===== config.mk =====
export PLATFORM = sky130hd
export DESIGN_NAME = rat_renamer
export DESIGN_NICKNAME = d
export VERILOG_FILES = /design/src/rtl/rat_pkg.sv /design/src/rtl/rat_zero_detect.sv /design/src/rtl/rat_tag_pool.sv /design/src/rtl/rat_map_table.sv /design/src/rtl/rat_renamer.sv
export SDC_FILE = /design/constraint.sdc
export NUM_CORES = 1
export LEC_CHECK = 0
export BUFFER_PORTS_ARGS = -buffer_cell sky130_fd_sc_hd__buf_2
export CORE_MARGIN = 4
export CORE_UTILIZATION = 35
export DETAILED_ROUTE_END_ITERATION = 8
export PLACE_DENSITY = 0.56
export REMOVE_ABC_BUFFERS = 1
export SLEW_MARGIN = 20
export SYNTH_ARGS = -nofsm -noshare
export SYNTH_HDL_FRONTEND = slang
export SYNTH_SLANG_ARGS = --single-unit

===== constraint.sdc =====
create_clock -name clk -period 2.95 [get_ports clk]
set_clock_uncertainty 0.1 [all_clocks]
set_input_delay 0.885 -clock clk [delete_from_list [all_inputs] [get_ports clk]]
set_output_delay 0.885 -clock clk [all_outputs]
set_load 0.05 [all_outputs]

===== src/rtl/rat_pkg.sv =====
package rat_pkg;
  typedef enum logic [1:0] {
    OP_PLAIN = 2'd0,
    OP_XOR   = 2'd1,
    OP_SUB   = 2'd2,
    OP_OTHER = 2'd3
  } rat_op_e;
endpackage


===== src/rtl/rat_zero_detect.sv =====
module rat_zero_detect #(
  parameter int ARCH_REGS = 8,
  localparam int AW = $clog2(ARCH_REGS)
) (
  input  logic [1:0]    op,
  input  logic [AW-1:0] src0,
  input  logic [AW-1:0] src1,
  input  logic [AW-1:0] dst,
  output logic          is_zero
);
  import rat_pkg::*;

  rat_op_e op_e;
  logic    op_clears;

  always_comb begin
    op_e      = rat_op_e'(op);
    op_clears = (op_e == OP_XOR) || (op_e == OP_SUB);
    is_zero   = op_clears && (src0 == src1) && (dst == src0);
  end
endmodule


===== src/rtl/rat_tag_pool.sv =====
module rat_tag_pool #(
  parameter int TAGS = 8,
  parameter int ARCH_REGS = 8,
  localparam int TW = $clog2(TAGS),
  localparam int AW = $clog2(ARCH_REGS)
) (
  input  logic          clk,
  input  logic          rst,
  input  logic          flush,
  input  logic          alloc,
  input  logic [AW-1:0] alloc_reg,
  input  logic          free_oldest,
  output logic          has_free,
  output logic [TW-1:0] alloc_tag,
  output logic [TW-1:0] head_tag,
  output logic [AW-1:0] head_reg,
  output logic [TW:0]   count
);
  localparam logic [TW:0] FULL = (TW+1)'(TAGS);

  logic [TW-1:0] head_q, tail_q;
  logic [TW:0]   cnt_q;
  logic [AW-1:0] owner_mem [TAGS];

  always_ff @(posedge clk) begin
    if (rst || flush) begin
      head_q <= '0;
      tail_q <= '0;
      cnt_q  <= '0;
    end else begin
      if (alloc)       tail_q <= tail_q + 1'b1;
      if (free_oldest) head_q <= head_q + 1'b1;
      case ({alloc, free_oldest})
        2'b10:   cnt_q <= cnt_q + 1'b1;
        2'b01:   cnt_q <= cnt_q - 1'b1;
        default: cnt_q <= cnt_q;
      endcase
    end
  end

  // owner register per slot: plain write port, no reset
  always_ff @(posedge clk) begin
    if (alloc) owner_mem[tail_q] <= alloc_reg;
  end

  assign has_free  = (cnt_q != FULL);
  assign alloc_tag = tail_q;
  assign head_tag  = head_q;
  assign head_reg  = owner_mem[head_q];
  assign count     = cnt_q;
endmodule


===== src/rtl/rat_map_table.sv =====
module rat_map_table #(
  parameter int TAGS = 8,
  parameter int ARCH_REGS = 8,
  localparam int TW = $clog2(TAGS),
  localparam int AW = $clog2(ARCH_REGS)
) (
  input  logic          clk,
  input  logic          rst,
  input  logic          flush,
  input  logic [AW-1:0] rd0_idx,
  input  logic [AW-1:0] rd1_idx,
  output logic          rd0_live,
  output logic [TW-1:0] rd0_tag,
  output logic          rd1_live,
  output logic [TW-1:0] rd1_tag,
  input  logic          clr_en,
  input  logic [AW-1:0] clr_reg,
  input  logic [TW-1:0] clr_tag,
  input  logic          wr_en,
  input  logic [AW-1:0] wr_reg,
  input  logic [TW-1:0] wr_tag
);
  logic [ARCH_REGS-1:0] live_q;
  logic [TW-1:0]        tag_mem [ARCH_REGS];

  always_ff @(posedge clk) begin
    if (rst || flush) begin
      live_q <= '0;
    end else begin
      for (int r = 0; r < ARCH_REGS; r++) begin
        if (wr_en && wr_reg == AW'(r))
          live_q[r] <= 1'b1;
        else if (clr_en && clr_reg == AW'(r) && tag_mem[r] == clr_tag)
          live_q[r] <= 1'b0;
      end
    end
  end

  always_ff @(posedge clk) begin
    if (wr_en) tag_mem[wr_reg] <= wr_tag;
  end

  assign rd0_live = live_q[rd0_idx];
  assign rd0_tag  = tag_mem[rd0_idx];
  assign rd1_live = live_q[rd1_idx];
  assign rd1_tag  = tag_mem[rd1_idx];
endmodule


===== src/rtl/rat_renamer.sv =====
module rat_renamer #(
  parameter int TAGS = 8,
  parameter int ARCH_REGS = 8,
  localparam int TW = $clog2(TAGS),
  localparam int AW = $clog2(ARCH_REGS)
) (
  input  logic          clk,
  input  logic          rst,
  input  logic          flush,
  input  logic          in_valid,
  output logic          in_ready,
  input  logic [1:0]    in_op,
  input  logic [AW-1:0] in_src0,
  input  logic [AW-1:0] in_src1,
  input  logic [AW-1:0] in_dst,
  input  logic          ret_valid,
  output logic          out_valid,
  output logic          out_src0_perm,
  output logic [TW-1:0] out_src0_tag,
  output logic          out_src1_perm,
  output logic [TW-1:0] out_src1_tag,
  output logic [TW-1:0] out_dst_tag,
  output logic          out_dst_zero
);
  logic          accept, retire, zero_idiom;
  logic          has_free;
  logic [TW-1:0] new_tag, old_tag;
  logic [AW-1:0] old_reg;
  logic [TW:0]   pool_cnt;
  logic          s0_live, s1_live;
  logic [TW-1:0] s0_tag, s1_tag;

  assign in_ready = has_free;
  assign accept   = in_valid && has_free && !flush;
  assign retire   = ret_valid && !flush;

  rat_zero_detect #(.ARCH_REGS(ARCH_REGS)) i_zero (
    .op(in_op), .src0(in_src0), .src1(in_src1), .dst(in_dst),
    .is_zero(zero_idiom)
  );

  rat_tag_pool #(.TAGS(TAGS), .ARCH_REGS(ARCH_REGS)) i_pool (
    .clk(clk), .rst(rst), .flush(flush),
    .alloc(accept), .alloc_reg(in_dst), .free_oldest(retire),
    .has_free(has_free), .alloc_tag(new_tag),
    .head_tag(old_tag), .head_reg(old_reg), .count(pool_cnt)
  );

  rat_map_table #(.TAGS(TAGS), .ARCH_REGS(ARCH_REGS)) i_map (
    .clk(clk), .rst(rst), .flush(flush),
    .rd0_idx(in_src0), .rd1_idx(in_src1),
    .rd0_live(s0_live), .rd0_tag(s0_tag),
    .rd1_live(s1_live), .rd1_tag(s1_tag),
    .clr_en(retire), .clr_reg(old_reg), .clr_tag(old_tag),
    .wr_en(accept), .wr_reg(in_dst), .wr_tag(new_tag)
  );

  always_ff @(posedge clk) begin
    if (rst || flush) begin
      out_valid     <= 1'b0;
      out_src0_perm <= 1'b1;
      out_src0_tag  <= '0;
      out_src1_perm <= 1'b1;
      out_src1_tag  <= '0;
      out_dst_tag   <= '0;
      out_dst_zero  <= 1'b0;
    end else begin
      out_valid <= accept;
      if (accept) begin
        out_src0_perm <= zero_idiom || !s0_live;
        out_src0_tag  <= (zero_idiom || !s0_live) ? '0 : s0_tag;
        out_src1_perm <= zero_idiom || !s1_live;
        out_src1_tag  <= (zero_idiom || !s1_live) ? '0 : s1_tag;
        out_dst_tag   <= new_tag;
        out_dst_zero  <= zero_idiom;
      end
    end
  end
endmodule


Word-level counts from Yosys, hierarchy flattened. Memory sizes are Yosys's and may differ from the RTL's. A register that Yosys moved wholly into a read port is not among the register bits. Index checks and enable logic that the tools add are counted.

Add/sub/neg operators: 4. Magnitude comparators: 2. Equality and inequality tests: 29. Multiplexer cells: 27. Reductions and logical operators: 47.

Operators with widths (count): 3-bit == test (10); 1-bit logical AND (29); 3-bit == test (second input constant) (8); 1-bit two-way mux (20); 2-bit nonzero test (9); 3-bit by 2-bit == test with 1-bit output (second input constant) (4); 3-bit two-way mux (4); 3-bit by 4-bit < comparator with 1-bit output (second input constant) (2); 4-bit one-hot mux with 2 select lines (1); 3-bit by 1-bit adder with 3-bit output (second input constant) (2); 1-bit binary-select mux with 3-bit select (2); 3-bit by 1-bit == test with 1-bit output (second input constant) (2); 3-bit logical NOT (2); 4-bit by 1-bit adder with 4-bit output (second input constant) (1); 2-bit by 1-bit == test with 1-bit output (second input constant) (2); 2-bit == test (second input constant) (2); 1-bit logical OR (4); 4-bit inequality test (second input constant) (1); 4-bit by 1-bit subtractor with 4-bit output (second input constant) (1); 1-bit logical NOT (3).

Register bits after elaboration: 31. Bits in writable memories: 48. Input port bits: 16. Output and inout port bits: 14. Memories kept: 2.

Memory list: i_map.tag_mem (words 8, bits a word 3, rd ports 10, clocked after memory_dff 0, write ports 1, RTL line rat_map_table.sv:24) `logic [TW-1:0] tag_mem [ARCH_REGS];`; i_pool.owner_mem (words 8, bits a word 3, rd ports 1, clocked after memory_dff 1, write ports 1, RTL line rat_tag_pool.sv:23) `logic [AW-1:0] owner_mem [TAGS];`.

Longest topological paths before layout. Gate-level depths: netlist of run 1.

Depth in word-level cells: 6. Depth in mapped cells: 11.

By module. A second synthesis of run 1 with hierarchy kept.

Cell total of the unflattened synthesis: 297. Area, all modules: 4172.8 um^2.

Modules (own cells, without submodules): rat_map_table (times used 1, cells an instance 134, area each 1973.1 um^2, seq. area each 880.8 um^2); rat_tag_pool (times used 1, cells an instance 106, area each 1562.7 um^2, seq. area each 980.9 um^2); rat_renamer (times used 1, cells an instance 48, area each 569.3 um^2, seq. area each 260.2 um^2); rat_zero_detect (times used 1, cells an instance 9, area each 67.6 um^2, seq. area each 0.0 um^2).

Worst setup path after synthesis of run 1. OpenSTA, ideal clock, no wires.

Path type: register to register. From: register i_pool.cnt_q[0], in the netlist i_pool.count[0]. To: register i_pool.cnt_q[2], in the netlist i_pool.count[2]. Library setup time: 0.070 ns. Arrival time: 2.637 ns. Data required time: 2.780 ns. Path slack: 0.143 ns. Cell stages (with the launch flop): 12. Clock period less this slack: 2.807 ns. Path through: dfxtp_1 -> or4b_4 -> and3_4 -> buf_6 -> inv_8 -> ha_1 -> xor2_1 -> ha_1 -> a21oi_1 -> xor2_1 -> or3_2 -> a21oi_1.

Cells in the longest elaborated chain, start to end: 5.

RTL lines: start, declared (RTL line rat_tag_pool.sv:22) `logic [TW:0] cnt_q;`; start signal, assigned (RTL line rat_tag_pool.sv:34) `2'b10: cnt_q <= cnt_q + 1'b1;`; start signal, assigned (RTL line rat_tag_pool.sv:35) `2'b01: cnt_q <= cnt_q - 1'b1;`; start signal, assigned (RTL line rat_tag_pool.sv:36) `default: cnt_q <= cnt_q;`; 4-bit inequality test (*) (RTL line rat_tag_pool.sv:46) `assign has_free = (cnt_q != FULL);`; net in_ready (RTL line rat_renamer.sv:11) `output logic in_ready,`; 1-bit logical AND (*) (2 in series) (RTL line rat_renamer.sv:34) `assign accept = in_valid && has_free && !flush;`; 2-bit by 1-bit == test with 1-bit output or 2-bit == test (tied branches) (RTL line rat_tag_pool.sv:33) `case ({alloc, free_oldest})`; 4-bit one-hot mux with 2 select lines or 2-bit nonzero test (tied branches).

The timed path passes the listed nets; every way through them passes the cells marked *. A chain may end at the register's enable or synchronous reset.

Worst setup path after layout of run 1.
From: register i_pool.cnt_q[0], in the netlist i_pool.count[0]. To: register i_pool.cnt_q[3], in the netlist i_pool.count[3].

Cells in the longest elaborated chain, start to end: 5.

RTL lines (RTL line): 4-bit inequality test (rat_tag_pool.sv:46); 1-bit logical AND (2 in series) (rat_renamer.sv:34); 2-bit by 1-bit == test with 1-bit output or 2-bit == test (tied branches) (rat_tag_pool.sv:33); 4-bit one-hot mux with 2 select lines or 2-bit nonzero test (tied branches).

Parallel ways exist; a longest one is shown, timed or not.

==> impl_metrics.tcl, run 1 <==
set metrics [dict create \
    area_delta_synth_final_pct 15.4 \
    powerDensity_nw_per_um2 548 \
    path_class "reg2reg" \
    status "finished, final reports clean" \
    vdd_drop_max_mv 0.247 \
    layout.cells.non_filler 503 \
    wl_per_cell_um 18.0 \
    dr.pass1.iters 5 \
    seq_area_um2 2120 \
    clock-root-buffer "clkbuf_16" \
    hold_violations 0 \
    drt_iter0_drc 284 \
    setup_tns_ns 0 \
    n_antenna_cell 0 \
    hpwl_um 6680 \
    clk_pin_slew_ns 0.07 \
    fmax_mhz 371 \
    nFillCells 1038 \
    timing.final.crit_share_pct 91.5 \
    h-tree-depth 3 \
    worstPathArrival_ns 2.87 \
    drv_cap 0 \
    place_inst 487 \
    start_kind "flop" \
    grt_util_all_layers_pct 14.4 \
    grt_pass1_vias 2683 \
    critical_path.slowest_cell "or4b_4" \
    port_buffers 29 \
    synth_edf_count 48 \
    route.detailed.drc 0 \
    overflow 0 \
    ys_ff_latch 82 \
    wl_um 9050 \
    ctsHoldBuffers 0 \
    rows 38 \
    max_stage_delay_ns 0.54 \
    multi_input_area_um2 1790 \
    cts_tree "yes" \
    die_h_um 115 \
    viasPerCell 5.50 \
    p_leak_uw 0.00164 \
    final_nets 379 \
    tightest_slew_ns 0.738 \
    post_cts_resize_count 0 \
    worstPathMaxFanout 10 \
    cp-end-kind "flop" \
    die-area_um2 13300 \
    cts_buffer_depth 2 \
    setup_viol 0 \
    clk-insertion-delay-late_ns 0.34 \
    cts_setup_buffers 0 \
    drive_gt1_share_pct 22.3 \
    hp-class "reg2reg" \
    final_area_um2 4640 \
    hp-start "out_dst_tag[0]" \
    core_area_um2 11000 \
    ioPinCount 30 \
    syn_area_um2 4020 \
    place.gp.congestion 0.820 \
    numClockSinks 82 \
    worstPathCellList "or4b_4 > and3_4 > inv_8 > ha_1 > buf_4 > nor4bb_1 > a21oi_1 > o22a_2 > or3_1 > a21oi_1" \
    worstPathRequired_ns 3.12 \
    dpl_cell_area_um2 4340 \
    cpMostUsedCell "a21oi_1" \
    ys_types 54 \
    synthesis.instances 325 \
    maxSlewHeadroom_pct 50.4 \
    rsz0062_at_grt "no" \
    yosysSeqAreaShare_pct 52.7 \
    timing.rr.start "i_pool.count[0]" \
    die_width_um 115 \
    startpoint "i_pool.count[0]" \
    drv_slew 0 \
    fin_crit_ns 2.70 \
    initial_core_util_pct 36.5 \
    ant_nets 0 \
    antenna_found_initial 0 \
    cts_made_buffers 9 \
    ys.flop_type "edfxtp_1" \
    grt_max_degree 19 \
    vias 2769 \
    yosys_warnings 0 \
    postSynthAreaPerCell_um2 12.4 \
    async_flop_share_pct 0 \
    grt_pass1_wl_um 14600 \
]
cell families after synthesis:
group / share of synthesized area [%]
and+or+nand+nor: 14.8
DFF: 52.7
AOI/OAI and AO/OA: 6.31
muxes: 14.8
xor gates and xnor gates: 6.97
buffers and inverters: 2.89
adders and majority gates: 1.55
layout by cell type, fill, tap and decap left out, types with 2 or more instances in the layout:
cell type	Yosys	final
edfxtp_1	48	48
dfxtp_1	34	34
buf_2	3	29
nand2_1	24	24
xnor2_1	18	18
nor2_1	17	17
mux2i_1	17	17
xor2_1	14	14
nor3_1	14	14
nand3_1	13	13
mux4_2	12	12
buf_4	0	12
a21oi_1	9	9
clkbuf_16	0	9
o31ai_1	6	6
o21ai_0	6	6
nand3b_1	5	5
a31oi_1	5	5
ha_1	5	5
inv_8	1	4
nand2b_1	4	4
o22ai_1	4	4
nand4_1	4	4
mux4_1	4	4
nor2b_1	3	3
inv_1	3	3
or3_1	3	3
nand4b_1	3	3
and2_1	3	3
inv_6	0	3
nor4_1	2	2
nor4_2	2	2
and3_1	2	2
a2111oi_0	2	2
a211o_1	2	2
worst max-delay path: cells and delay by family, from the launching register on:
family	cells	cell delay, ns
buffers and inverters	2	0.21
adders and majority gates	1	0.18
AOI/OAI and AO/OA	3	0.42
DFF	1	0.37
and+or+nand+nor	4	1.34
Yosys cell counts (all sizes together), types with 2 or more instances:
cell	count	area [um2]
inv	4	22.5
a21oi	9	45.0
and3	3	23.8
a31oi	5	31.3
nand2	24	90.1
o21ai	6	30.0
nand3	13	65.1
xor2	14	123
clkbuf	14	63.8
o31ai	6	45.0
mux2	2	26.3
a211o	2	17.5
nand3b	5	37.5
nor2b	3	18.8
nor3	14	70.1
edfxtp	48	1440
nor2	17	63.8
nand2b	4	25.0
mux4	16	375
xnor2	18	158
ha	5	62.6
nand4b	3	26.3
or3	4	26.3
o22ai	4	25.0
a2111oi	2	17.5
buf	5	30.0
and2	4	26.3
nand4	4	25.0
nor4	4	37.5
dfxtp	34	681
mux2i	18	193
where the power goes:
| part | switching [uW] | internal [uW] | leakage [uW] | total [uW] |
|---|---|---|---|---|
| Clock | 503 | 604 | 0.000150 | 1110 |
| Sequential | 18.6 | 1220 | 0.000719 | 1240 |
| Combinational | 118 | 79.5 | 0.000768 | 198 |
final cells by class:
cell class | count | share of cell area, %
multi-input cells | 220 | 38.5
well taps | 140 | 3.77
clock inverters | 7 | 1.64
inverters | 4 | 0.485
flip-flops and latches | 82 | 45.7
clock buffers | 9 | 4.85
repair buffers | 41 | 5.07
final timing paths:
check	end	slack [ns]	cells after the start
hold / removal	out_dst_tag[0]	0.35	2
hold reg to reg	out_dst_tag[0]	0.35	2
setup reg to reg	i_pool.count[3]	0.25	10
setup / recovery	i_pool.count[3]	0.25	10
routing by layer:
metal  vias up  wire, um  track usage (%)
met5         -         0                0
met4         0       130             4.23
met3        11       663             2.74
met2       113      4270             23.9
met1      1350      3990             19.1
li1       1295         -                -
through the flow:
step           setup slack, ns  util (%)  total power [uW]  hold slack (ns)
6_report                 0.252      42.1              2550            0.350
5_1_grt                  0.113      42.1              2650            0.378
4_1_cts                  0.237      42.1              2580            0.356
3_5_place_dp            0.0965      39.3              1470            0.346
3_3_place_gp             0.130      39.3              1460            0.340
2_1_floorplan            0.208         -              1380            0.345
flip-flops by register name, indices dropped and copies added, names as in the netlist, named ones only:
name,cells
i_map.live_q,8
out_src1_perm,1
i_pool.owner_mem,24
out_src0_tag,3
i_pool.head_tag,3
i_pool.count,4
out_src1_tag,3
out_src0_perm,1
i_pool.alloc_tag,3
i_map.tag_mem,24
out_dst_tag,3
out_dst_zero,1
out_valid,1
Note: power is estimated with default switching activity, not from simulation.
==> run 2: changes to the inputs <==
--- a/config.mk
+++ b/config.mk
@@ -8,8 +8,9 @@
 export BUFFER_PORTS_ARGS = -buffer_cell sky130_fd_sc_hd__buf_2
 export CORE_MARGIN = 4
 export CORE_UTILIZATION = 35
+export CTS_CLUSTER_DIAMETER = 80
 export DETAILED_ROUTE_END_ITERATION = 8
-export PLACE_DENSITY = 0.56
+export PLACE_DENSITY = 0.52
 export REMOVE_ABC_BUFFERS = 1
 export SLEW_MARGIN = 20
 export SYNTH_ARGS = -nofsm -noshare
==> constraint.sdc (replaced) <==
create_clock -name clk -period 2.95 [get_ports clk]
set_clock_uncertainty 0.1 [all_clocks]
set_input_delay 0.295 -clock clk [delete_from_list [all_inputs] [get_ports clk]]
set_output_delay 0.295 -clock clk [all_outputs]
set_load 0.05 [all_outputs]
==> run 2 against run 1 <==
Compared with the run above: count of clock-buffer cells in the layout increased by 3; largest cell class unchanged; critical endpoint unchanged; largest power group unchanged; total power decreased by 0.40%; cell count is 1.4% lower.
==> impl_metrics.tcl, run 2 (same netlist as run 1, synthesis figures left out) <==
set metrics [dict create \
    status "finished, final reports clean" \
    n_antenna_cell 0 \
    p_leak_uw 0.00158 \
    worstPathRequired_ns 3.12 \
    r2r_cells 9 \
    cts_buffer_depth 2 \
    die_width_um 115 \
    vdd_drop_max_mv 0.403 \
    port_buffers 29 \
    reg2reg_slack_ns 0.18 \
    maxSlewHeadroom_pct 55.1 \
    fmax_mhz 362 \
    drv_cap 0 \
    powerDensity_nw_per_um2 554 \
    die-area_um2 13300 \
    drv_slew 0 \
    die_h_um 115 \
    setup_viol 0 \
    max_stage_delay_ns 0.55 \
    multi_input_area_um2 1790 \
    overflow 0 \
    cts_setup_buffers 0 \
    drive_gt1_share_pct 19.9 \
    critical_path.slowest_cell "or4b_4" \
    vias 2632 \
    worstPathMaxFanout 10 \
    tightest_slew_ns 0.673 \
    final_cell_mix "48 x edfxtp_1, 34 x dfxtp_1, 29 x buf_2" \
    timing.final.crit_share_pct 93.7 \
    route.detailed.drc 0 \
    cts_made_buffers 9 \
    place.gp.congestion 0.821 \
    cpMostUsedCell "a21oi_1" \
    timing.critical_path.buf_inv 1 \
    post_cts_resize_count 0 \
    setup_tns_ns 0 \
    cp-end-kind "flop" \
    clk-insertion-delay-late_ns 0.34 \
    h-tree-depth 3 \
    dr.pass1.iters 5 \
    cts_tree "yes" \
    hp-start "ret_valid" \
    p_total_uw 2540 \
    critPathTopFamily "simple AND/OR/NAND/NOR gates" \
    hold_depth 3 \
    drt_iter0_drc 143 \
    clk_pin_slew_ns 0.06 \
    hpwl_um 6590 \
    nFillCells 1086 \
    path_class "reg2reg" \
    start_kind "flop" \
    final_nets 372 \
    layout_commonest_cell "edfxtp_1" \
    ctsHoldBuffers 0 \
    rows 38 \
    seq_area_um2 2120 \
    worstPathArrival_ns 2.94 \
    antenna_found_initial 0 \
    wl_per_cell_um 18.5 \
    ioPinCount 30 \
    hp-class "in2reg" \
    grt_pass1_vias 2682 \
    r2r_end "i_pool.count[3]" \
    fin_crit_ns 2.77 \
    worstPathCellList "or4b_4 > and3_4 > inv_8 > ha_1 > nor4bb_1 > a21oi_1 > o22a_2 > or3_1 > a21oi_1" \
    wl_um 9180 \
    hold_violations 0 \
    ant_nets 0 \
    grt_util_all_layers_pct 14.8 \
    rsz0062_at_grt "no" \
    initial_core_util_pct 36.5 \
    largest_registers "i_map.tag_mem: 24 flops, i_pool.owner_mem: 24 flops, i_map.live_q: 8 flops" \
    clock-root-buffer "clkbuf_16" \
    viasPerCell 5.31 \
    grt_max_degree 18 \
    numClockSinks 82 \
    core_area_um2 11000 \
    area_delta_synth_final_pct 13.8 \
    timing.rr.start "i_pool.count[0]" \
    grt_pass1_wl_um 14700 \
]
-- run 2: cell count changes in the layout (fill, tap and decap cells not counted) --
cell        previous run  this run
clkbuf_1               0         3
inv_8                  4         1
clkinvlp_4             0         2
clkinv_8               1         0
buf_4                 12         5
inv_6                  3         1
bufinv_16              0         1
-- run 2: worst max path at each step --
| stage | from | end | slack (ns) | cells past startpoint |
|---|---|---|---|---|
| 3_3_place_gp | i_pool.count[0] | i_pool.count[2] | 0.28 | 10 |
| 5_1_grt | i_pool.count[2] | i_pool.count[2] | 0.03 | 10 |
| 3_5_place_dp | i_pool.count[0] | i_pool.count[3] | 0.17 | 9 |
| 2_1_floorplan | i_pool.count[0] | i_pool.count[2] | 0.22 | 10 |
| 4_1_cts | i_pool.count[0] | i_pool.count[3] | 0.17 | 9 |
| 6_report | i_pool.count[0] | i_pool.count[3] | 0.18 | 9 |
-- run 2: worst min-delay path: stages --
cell and delay (ns):
buf_2 0.12, xnor2_1 0.08, nor2_1 0.07
-- run 2: routing by layer --
metal | vias up | part of all wire (%) | global-route usage, %
met2 | 68 | 48 | 23.7
met5 | - | 0 | 0
met3 | 9 | 6.3 | 4.16
met4 | 0 | 1.1 | 3.99
met1 | 1278 | 45 | 19.8
li1 | 1277 | - | -
-- run 2: area by class of cell --
cell class | count | area share (%)
repair buffers | 34 | 3.99
well taps | 140 | 3.83
flip-flops and latches | 82 | 46.4
inverters | 4 | 0.492
clock inverters | 4 | 1.18
clock buffers | 12 | 5.17
multi-input cells | 220 | 39.0
-- run 2: where the power goes --
| group | total (uW) | switching [uW] | internal, uW |
|---|---|---|---|
| Combinational | 194 | 120 | 74.7 |
| Clock | 1100 | 440 | 659 |
| Sequential | 1240 | 18.8 | 1220 |
| Total | 2540 | 579 | 1960 |
-- run 2: metrics by stage --
stage / hold slack, ns / util [%] / setup slack [ns] / instances / cell area (um2)
after global routing: 0.186 / 41.5 / 0.0331 / 496 / 4580
final: 0.170 / 41.5 / 0.185 / 496 / 4580
after detailed placement: 0.347 / 38.9 / 0.172 / 480 / 4290
after global placement: 0.340 / 38.9 / 0.279 / 480 / 4290
after CTS: 0.152 / 41.5 / 0.171 / 496 / 4580
after floorplan: 0.294 / - / 0.223 / 306 / 3930
==> run 3: changes to the inputs <==
--- a/config.mk
+++ b/config.mk
@@ -10,7 +10,7 @@
 export CORE_UTILIZATION = 35
 export CTS_CLUSTER_DIAMETER = 80
 export DETAILED_ROUTE_END_ITERATION = 8
-export PLACE_DENSITY = 0.52
+export PLACE_DENSITY = 0.62
 export REMOVE_ABC_BUFFERS = 1
 export SLEW_MARGIN = 20
 export SYNTH_ARGS = -nofsm -noshare
==> run 3 against run 2 <==
Compared with the run above: sequential power is essentially flat; combinational power down 2%; sequential share of layout area down 0.20 points; largest power group unchanged.
==> impl_metrics.tcl, run 3 (same netlist as run 1, synthesis figures left out) <==
set metrics [dict create \
    status "finished, final reports clean" \
    setup_tns_ns 0 \
    p_leak_uw 0.00160 \
    fin_crit_ns 2.80 \
    port_buffers 29 \
    cts_buffer_depth 2 \
    viasPerCell 5.41 \
    hold_depth 3 \
    hold_ws_ns 0.167 \
    clock-root-buffer "clkbuf_16" \
    drv_slew 0 \
    h-tree-depth 3 \
    vdd_drop_max_mv 0.253 \
    die_h_um 115 \
    start_kind "flop" \
    hp-class "in2reg" \
    wl_per_cell_um 18.2 \
    wl_um 9000 \
    layout.cells.non_filler 495 \
    p_total_uw 2620 \
    place_inst 479 \
    overflow 0 \
    worst-path-stages 10 \
    final_cell_mix "48 x edfxtp_1, 34 x dfxtp_1, 29 x buf_2" \
    critPathTopFamily "simple AND/OR/NAND/NOR gates" \
    largest_registers "i_map.tag_mem: 24 flops, i_pool.owner_mem: 24 flops, i_map.live_q: 8 flops" \
    grt_pass1_wl_um 14700 \
    area_delta_synth_final_pct 14.3 \
    worstPathRequired_ns 3.11 \
    vias 2676 \
    cts_tree "yes" \
    pre_cts_ws_ns 0.149 \
    grt_pass1_vias 2656 \
    clk-insertion-delay-late_ns 0.33 \
    rsz0062_at_grt "no" \
    numClockSinks 82 \
    maxSlewHeadroom_pct 56.0 \
    worstPathCellList "or4b_4 > and3_4 > inv_8 > ha_2 > xor2_1 > ha_1 > a21oi_1 > xor2_1 > or3_2 > a21oi_1" \
    ioPinCount 30 \
    layout_commonest_cell "edfxtp_1" \
    max_stage_delay_ns 0.57 \
    drt_iter0_drc 218 \
    tightest_slew_ns 0.659 \
    hpwl_um 6420 \
    ant_nets 0 \
    final_nets 371 \
    route.detailed.drc 0 \
    hold_violations 0 \
    cts_made_buffers 9 \
    clk_pin_slew_ns 0.06 \
    reg2reg_slack_ns 0.15 \
    rows 38 \
    timing.final.crit_share_pct 94.9 \
    die-area_um2 13300 \
    grt_max_degree 18 \
    die_width_um 115 \
    hp-start "ret_valid" \
    worstPathArrival_ns 2.95 \
    r2r_cells 10 \
    n_antenna_cell 0 \
    worstPathMaxFanout 10 \
    fmax_mhz 357 \
    grt_util_all_layers_pct 14.5 \
    drive_gt1_share_pct 20.0 \
    dr.pass1.iters 4 \
    cp-end-kind "flop" \
    startpoint "i_pool.count[2]" \
    timing.critical_path.buf_inv 1 \
    setup_viol 0 \
    antenna_found_initial 0 \
    nFillCells 1055 \
    drv_cap 0 \
    place.gp.congestion 0.801 \
    critical_path.slowest_cell "or4b_4" \
    path_class "reg2reg" \
    powerDensity_nw_per_um2 570 \
    core_area_um2 11000 \
    initial_core_util_pct 36.5 \
    timing.rr.start "i_pool.count[2]" \
    layout_setup_ws_ns 0.151 \
]
-- run 3: final cells by class --
type | count | area [um2] | area share [%]
tap | 140 | 175 | 3.81
sequential | 82 | 2120 | 46.1
inverter | 4 | 22.5 | 0.490
clock inverter | 3 | 65.1 | 1.41
timing repair buffer | 33 | 175 | 3.81
multi-input combinational | 220 | 1790 | 38.9
clock buffer | 13 | 250 | 5.44
-- run 3: worst paths after layout --
kind	endpoint
setup / recovery	i_pool.count[2]
hold / removal	flop
setup reg to reg	i_pool.count[2]
hold reg to reg	out_dst_tag[0]
-- run 3: worst register-to-register path, cell delays in order, from the launching register on --
cell	delay, ns
dfxtp_1	0.35
or4b_4	0.57
and3_4	0.24
inv_8	0.09
ha_2	0.24
xor2_1	0.09
ha_1	0.20
a21oi_1	0.17
xor2_1	0.11
or3_2	0.41
a21oi_1	0.16
-- run 3: timing repair --
item / CTS / global route
setup buffers: 0 / 0
hold buffers: 0 / 0
setup endpoints to repair: 0 / 1
resized for setup: 0 / 1
-- run 3: per-stage QoR --
| step | utilization [%] | instance area [um2] |
|---|---|---|
| after floorplan | - | 3930 |
| after global placement | 38.8 | 4280 |
| after detailed placement | 38.8 | 4280 |
| after CTS | 41.7 | 4600 |
| after global routing | 41.7 | 4600 |
| final | 41.7 | 4600 |
-- run 3: where the power goes --
group / total [uW] / internal (uW) / leakage, uW / switching [uW]
Combinational: 190 / 73.7 / 0.000726 / 116
Clock: 1180 / 764 / 0.000154 / 421
Sequential: 1240 / 1220 / 0.000719 / 21.6
-- run 3: per-layer routing --
metal | GRT usage, % | part of all wire (%) | vias to the layer above
met5 | 0 | 0 | -
met4 | 3.83 | 1.3 | 0
met3 | 3.68 | 8.8 | 13
met2 | 21.9 | 46 | 83
met1 | 20.8 | 44 | 1301
li1 | - | - | 1279
